--- src/rtl/tpag_pkg.sv ---
package tpag_pkg;
    typedef enum logic {
        LAYOUT_ROW  = 1'b0,
        LAYOUT_TILE = 1'b1
    } layout_e;

    localparam int DEF_ADDR_W    = 40;
    localparam int DEF_COORD_W   = 16;
    localparam int DEF_STRIDE_W  = 24;
    localparam int DEF_TILE_BITS = 7;
    localparam int DEF_BPP_W     = 3;
endpackage

--- src/rtl/tpag_interleave.sv ---
module tpag_interleave #(
    parameter int COORD_W   = 16,
    parameter int TILE_BITS = 7,
    parameter int K_W       = 3
) (
    input  logic [COORD_W-1:0]     cx,
    input  logic [COORD_W-1:0]     cy,
    input  logic [K_W-1:0]         k_sel,
    output logic [2*TILE_BITS-1:0] zidx
);
    // Z-order: X on even positions, Y on odd positions, only for bit i < k
    for (genvar i = 0; i < TILE_BITS; i++) begin : g_bit
        assign zidx[2*i]   = (k_sel > K_W'(i)) ? cx[i] : 1'b0;
        assign zidx[2*i+1] = (k_sel > K_W'(i)) ? cy[i] : 1'b0;
    end
endmodule

--- src/rtl/tpag_stage1.sv ---
module tpag_stage1
    import tpag_pkg::*;
#(
    parameter int ADDR_W    = DEF_ADDR_W,
    parameter int COORD_W   = DEF_COORD_W,
    parameter int STRIDE_W  = DEF_STRIDE_W,
    parameter int TILE_BITS = DEF_TILE_BITS,
    parameter int BPP_W     = DEF_BPP_W,
    parameter int K_W       = $clog2(TILE_BITS + 1)
) (
    input  logic                clk,
    input  logic                rst_n,
    input  logic                in_valid,
    input  logic [ADDR_W-1:0]   base_addr,
    input  logic [COORD_W-1:0]  pix_x,
    input  logic [COORD_W-1:0]  pix_y,
    input  logic [STRIDE_W-1:0] row_stride,
    input  logic [BPP_W-1:0]    bpp_log2,
    input  logic [K_W-1:0]      tile_log2,
    input  logic                layout_sel,
    output logic                s1_valid,
    output logic [ADDR_W-1:0]   s1_base,
    output logic [ADDR_W-1:0]   s1_row,
    output logic [ADDR_W-1:0]   s1_col,
    output logic [ADDR_W-1:0]   s1_tile
);
    localparam int MORTON_W = 2 * TILE_BITS;
    localparam int SHIFT_W  = ((BPP_W > K_W) ? BPP_W : K_W) + 1;

    layout_e              mode;
    logic [COORD_W-1:0]   low_mask;
    logic [COORD_W-1:0]   x_hi;
    logic [COORD_W-1:0]   y_hi;
    logic [SHIFT_W-1:0]   col_shift;
    logic [MORTON_W-1:0]  zidx;
    logic [ADDR_W-1:0]    row_n;
    logic [ADDR_W-1:0]    col_n;
    logic [ADDR_W-1:0]    tile_n;

    tpag_interleave #(
        .COORD_W   (COORD_W),
        .TILE_BITS (TILE_BITS),
        .K_W       (K_W)
    ) u_zorder (
        .cx    (pix_x),
        .cy    (pix_y),
        .k_sel (tile_log2),
        .zidx  (zidx)
    );

    always_comb begin
        mode = layout_e'(layout_sel);
        unique case (mode)
            LAYOUT_TILE: begin
                low_mask  = ~({COORD_W{1'b1}} << tile_log2);
                col_shift = SHIFT_W'(bpp_log2) + SHIFT_W'(tile_log2);
                tile_n    = ADDR_W'(zidx) << bpp_log2;
            end
            default: begin
                low_mask  = '0;
                col_shift = SHIFT_W'(bpp_log2);
                tile_n    = '0;
            end
        endcase
        x_hi  = pix_x & ~low_mask;
        y_hi  = pix_y & ~low_mask;
        row_n = ADDR_W'(y_hi) * ADDR_W'(row_stride);
        col_n = ADDR_W'(x_hi) << col_shift;
    end

    always_ff @(posedge clk or negedge rst_n) begin
        if (!rst_n) begin
            s1_valid <= 1'b0;
            s1_base  <= '0;
            s1_row   <= '0;
            s1_col   <= '0;
            s1_tile  <= '0;
        end else begin
            s1_valid <= in_valid;
            if (in_valid) begin
                s1_base <= base_addr;
                s1_row  <= row_n;
                s1_col  <= col_n;
                s1_tile <= tile_n;
            end
        end
    end

    assert_accept_R6: assert property (@(posedge clk) disable iff (!rst_n)
        in_valid |=> s1_valid);

    assert_zero_terms_R7: assert property (@(posedge clk) disable iff (!rst_n)
        (in_valid && pix_x == '0 && pix_y == '0)
            |=> (s1_row == '0 && s1_col == '0 && s1_tile == '0));

    assert_row_no_tile_R1: assert property (@(posedge clk) disable iff (!rst_n)
        (in_valid && !layout_sel) |=> (s1_tile == '0));
endmodule

--- src/rtl/tiled_pixel_addr.sv ---
module tiled_pixel_addr
    import tpag_pkg::*;
#(
    parameter int ADDR_W    = DEF_ADDR_W,
    parameter int COORD_W   = DEF_COORD_W,
    parameter int STRIDE_W  = DEF_STRIDE_W,
    parameter int TILE_BITS = DEF_TILE_BITS,
    parameter int BPP_W     = DEF_BPP_W,
    parameter int K_W       = $clog2(TILE_BITS + 1)
) (
    input  logic                clk,
    input  logic                rst_n,
    input  logic                in_valid,
    input  logic [ADDR_W-1:0]   base_addr,
    input  logic [COORD_W-1:0]  pix_x,
    input  logic [COORD_W-1:0]  pix_y,
    input  logic [STRIDE_W-1:0] row_stride,
    input  logic [BPP_W-1:0]    bpp_log2,
    input  logic [K_W-1:0]      tile_log2,
    input  logic                layout_sel,
    output logic                out_valid,
    output logic [ADDR_W-1:0]   out_addr
);
    logic              s1_valid;
    logic [ADDR_W-1:0] s1_base;
    logic [ADDR_W-1:0] s1_row;
    logic [ADDR_W-1:0] s1_col;
    logic [ADDR_W-1:0] s1_tile;
    logic [ADDR_W-1:0] sum_n;

    tpag_stage1 #(
        .ADDR_W    (ADDR_W),
        .COORD_W   (COORD_W),
        .STRIDE_W  (STRIDE_W),
        .TILE_BITS (TILE_BITS),
        .BPP_W     (BPP_W),
        .K_W       (K_W)
    ) u_split (
        .clk        (clk),
        .rst_n      (rst_n),
        .in_valid   (in_valid),
        .base_addr  (base_addr),
        .pix_x      (pix_x),
        .pix_y      (pix_y),
        .row_stride (row_stride),
        .bpp_log2   (bpp_log2),
        .tile_log2  (tile_log2),
        .layout_sel (layout_sel),
        .s1_valid   (s1_valid),
        .s1_base    (s1_base),
        .s1_row     (s1_row),
        .s1_col     (s1_col),
        .s1_tile    (s1_tile)
    );

    always_comb begin
        sum_n = s1_base + s1_row + s1_col + s1_tile;
    end

    always_ff @(posedge clk or negedge rst_n) begin
        if (!rst_n) begin
            out_valid <= 1'b0;
            out_addr  <= '0;
        end else begin
            out_valid <= s1_valid;
            if (s1_valid) begin
                out_addr <= sum_n;
            end
        end
    end

    assert_emit_R6: assert property (@(posedge clk) disable iff (!rst_n)
        s1_valid |=> out_valid);

    assert_no_phantom_R6: assert property (@(posedge clk) disable iff (!rst_n)
        !s1_valid |=> !out_valid);

    assert_hold_R9: assert property (@(posedge clk) disable iff (!rst_n)
        !s1_valid |=> $stable(out_addr));
endmodule

--- config.mk ---
export PLATFORM = sky130hd
export DESIGN_NAME = tiled_pixel_addr
export DESIGN_NICKNAME = d
export VERILOG_FILES = /design/src/rtl/tpag_pkg.sv /design/src/rtl/tpag_interleave.sv /design/src/rtl/tpag_stage1.sv /design/src/rtl/tiled_pixel_addr.sv
export SDC_FILE = /design/constraint.sdc
export NUM_CORES = 1
export LEC_CHECK = 0
export CAP_MARGIN = 20
export CORE_MARGIN = 4
export CORE_UTILIZATION = 47
export DETAILED_ROUTE_END_ITERATION = 10
export GPL_TIMING_DRIVEN = 0
export PLACE_DENSITY_LB_ADDON = 0.2
export SLEW_MARGIN = 15
export SYNTH_ARGS = -nofsm -noshare
export SYNTH_HDL_FRONTEND = slang
export SYNTH_SLANG_ARGS = --single-unit
--- constraint.sdc ---
create_clock -name clk -period 4.35 [get_ports clk]
set_input_delay 0.87 -clock clk [delete_from_list [all_inputs] [get_ports clk]]
set_output_delay 0.87 -clock clk [all_outputs]
set_load 0.01 [all_outputs]
==> out/qor.txt <==
area leader, netlist = fa_1
status = complete, but fails checks
Setup WS post-layout = -2.499 ns
Ant. Diodes = 0
detailed router's first-iteration violation count = 1172
CP required = 4.69 ns
Die W = 232.6 um
Top cell by count, worst path = fa_1
critical path fanouts, max = 10
CTS Buf Count = 17
syn_area_per_cell = 9.346 um^2
worst hold margin = 0.4004 ns
routed len/inst = 21.62 um
RSZ-0062 raised after global routing = yes
Post-Syn Instances = 2537
residual DRC count = 0
Synthesis Warnings = 0
clk buf depth = 2
layout cells sized above 1 = 0.1881
sequential area share after synthesis = 0.1836
FP Rows = 82
initial antenna violation count = 0
synthesized flop and latch total = 174
skew final = 0.01654 ns
Finished Core Util = 0.5812
setup TNS = -67.10 ns
vias in the first global route = 20680
Main synth FF type = dfrtp_1
Post-Syn Area = 0.02371 mm^2
crit path cell chain = dlygate4sd2_1, clkbuf_8, nand2_1, fa_1, fa_1, inv_1, fa_1, fa_2, fa_1, inv_1, fa_1, inv_1, ha_1, clkbuf_8, and4_4, nand3_2, or3_4, a21oi_4, o2111ai_2, a21oi_2, a221oi_2, xnor2_1, mux2_4
latest clock arrival within the worst-skew pair = 0.46 ns
CTS clk-pin slew, worst paths = 0.08 ns
H-tree level count = 4
period utilization = 1.574
first-pass GRT wire length = 119.1 mm
Die ar. = 0.05411 mm^2
core area = 0.04997 mm^2
Starting Density = 0.4745
Final #Nets = 3431
gp weighted congestion = 0.9641
DRT Wirelength = 75.20 mm
first drt pass iteration count = 6
number of synthesized flops with an enable pin = 0
# clock sinks = 174
max-slew violations = 0
PortBufs = 146
Worst Path Buf+Inv = 6
count of final hold-check violations = 0
fin area = 0.02904 mm^2
final setup violating endpoints = 34
CTS root buf = clkbuf_16
die height = 232.6 um
Setup Crit Path Kind = input pin to flip-flop
asr flop ratio synth = 1.000
post-synth top area share = 0.3040
via count = 19280
achievable frequency = 0.1460 GHz
Synth area leaders = fa_1 (30%), dfrtp_1 (18%), ha_1 (9.0%), inv_1 (6.5%), nand2_1 (5.4%)
IO Pins = 147
Worst path max stage delay = 0.59 ns
Post-Syn Nets = 3174
fill count = 4393
Synth cell types = 86
Placement Cell Area = 0.02676 mm^2
Post-DP HPWL = 61.20 mm
crit path max-delay cell type = fa_1
Worst-Margin Slew = 0.9774 ns
area grow syn2layout = 22.49%
crit path time final = 6.849 ns
via/cell ratio = 5.542
largest net degree at the start of global routing = 92
Worst Setup Start Kind = input pin
All-Layer GR Usage = 0.2854
cts-stage hold buffer count = 0
CP Data Arrival Time = 7.18 ns
CP delay by family, top = adder cells
grt total ovfl = 0
violated checks = setup timing
critical path capture point type = flip-flop
Rel. slew slack = 0.3484
CTS tree = yes
Hold Crit Class = flip-flop to flip-flop
Routed Antenna Nets = 0
MaxCap Viol Count = 0
## metal layers
metal  track usage  share of wire  up-vias
li1              -              -     8725
met3       0.04407          0.061      159
met2        0.4690           0.48      709
met5             0              0        -
met1        0.3891           0.43     9688
met4       0.09432          0.035        0
## cell families (layout without fill, tap and decap cells)
| logic type | count (synthesis) | in the layout | share of synthesized area |
|---|---|---|---|
| compound gates | 391 | 391 | 0.1109 |
| xor+xnor | 66 | 66 | 0.02438 |
| fa+ha+maj | 531 | 531 | 0.3942 |
| buf+inv | 539 | 809 | 0.08786 |
| flops | 174 | 174 | 0.1836 |
| mux | 127 | 127 | 0.05863 |
| simple gates | 709 | 709 | 0.1404 |
## flip-flops by register name (all words and copies together) (netlist names)
register          flops
out_addr             40
out_valid             1
u_split.s1_base      40
u_split.s1_col       31
u_split.s1_row       40
u_split.s1_tile      21
u_split.s1_valid      1
## area by class of cell
cell class / instances / area [um^2] / share of cell area
plain buffers: 127 / 1065 / 0.03666
clock buffers: 17 / 425.4 / 0.01465
clock inverters: 15 / 178.9 / 0.006161
inverters: 411 / 1548 / 0.05329
multi-input cells: 1824 / 18340 / 0.6316
flip-flops and latches: 174 / 4355 / 0.1500
well taps: 672 / 840.8 / 0.02895
repair buffers: 239 / 2286 / 0.07871
## path summary, 6_finish.rpt
path	start	end	slack (ns)	cells past startpoint
max in group asynchronous	rst_n	u_split.s1_row[39]	3.02	2
min reg2reg	u_split.s1_valid	out_valid	0.40	0
min in group asynchronous	rst_n	u_split.s1_row[2]	0.42	1
min	u_split.s1_valid	out_valid	0.40	0
max	row_stride[13]	u_split.s1_row[36]	-2.50	23
max reg2reg	u_split.s1_tile[1]	out_addr[33]	0.08	14
## layout by cell type (no fill, tap or decap), types with 13 or more instances in the layout
master | Yosys | final
inv_1 | 410 | 387
fa_1 | 360 | 334
nand2_1 | 341 | 314
dfrtp_1 | 174 | 173
ha_1 | 171 | 146
clkdlybuf4s50_1 | 0 | 103
a21oi_1 | 125 | 102
nor2_1 | 92 | 85
and2_1 | 84 | 82
mux2_2 | 95 | 82
and3_1 | 89 | 80
buf_4 | 0 | 69
o21ai_0 | 79 | 67
clkbuf_1 | 116 | 49
xnor2_1 | 45 | 42
a21o_1 | 32 | 32
mux2i_1 | 32 | 32
clkbuf_16 | 0 | 27
o2bb2ai_1 | 27 | 26
fa_2 | 0 | 26
buf_6 | 3 | 24
ha_4 | 0 | 23
clkbuf_8 | 2 | 22
clkbuf_4 | 0 | 22
inv_2 | 0 | 21
xor2_1 | 21 | 21
nand3_1 | 26 | 21
nand2_2 | 0 | 20
dlygate4sd2_1 | 0 | 20
clkbuf_2 | 0 | 16
a21oi_2 | 2 | 16
nand2b_1 | 16 | 16
nand4_1 | 14 | 14
nor3_1 | 16 | 14
mux2_4 | 0 | 13
## synth_stat cells, drive strengths merged (5+ instances only)
cell type  number
nor2           92
a21o           34
nor2b           9
a31oi           6
a22o            5
nand4          14
clkbuf        118
o21ai          82
o31ai           6
a211oi         16
nand2         341
dfrtp         174
o2bb2ai        27
o221ai          7
fa            360
o21a            8
xnor2          45
nand3          26
inv           410
o21bai         13
xor2           21
and3           90
nand2b         16
and2           84
o211ai         10
buf             8
a21oi         128
nor3           16
ha            171
mux2i          32
mux2           95
a221o          10
## metrics by stage
stage               setup WS (ns)  instances
CTS                        -2.519       3461
detailed placement         -3.858       3356
global placement           -4.987       3355
finish                     -2.499       3479
floorplan                  -2.279       2537
global route               -2.623       3479
## timing repair
item,CTS,global route
gates cloned,2,1
resized for setup,271,105
pin swaps,67,62
endpoints found under the setup margin,37,47
buffers inserted,71,20
Power is left out: the tool's default activity adds up to more than one toggle a clock period on the data nets, which glitch-free logic cannot reach.
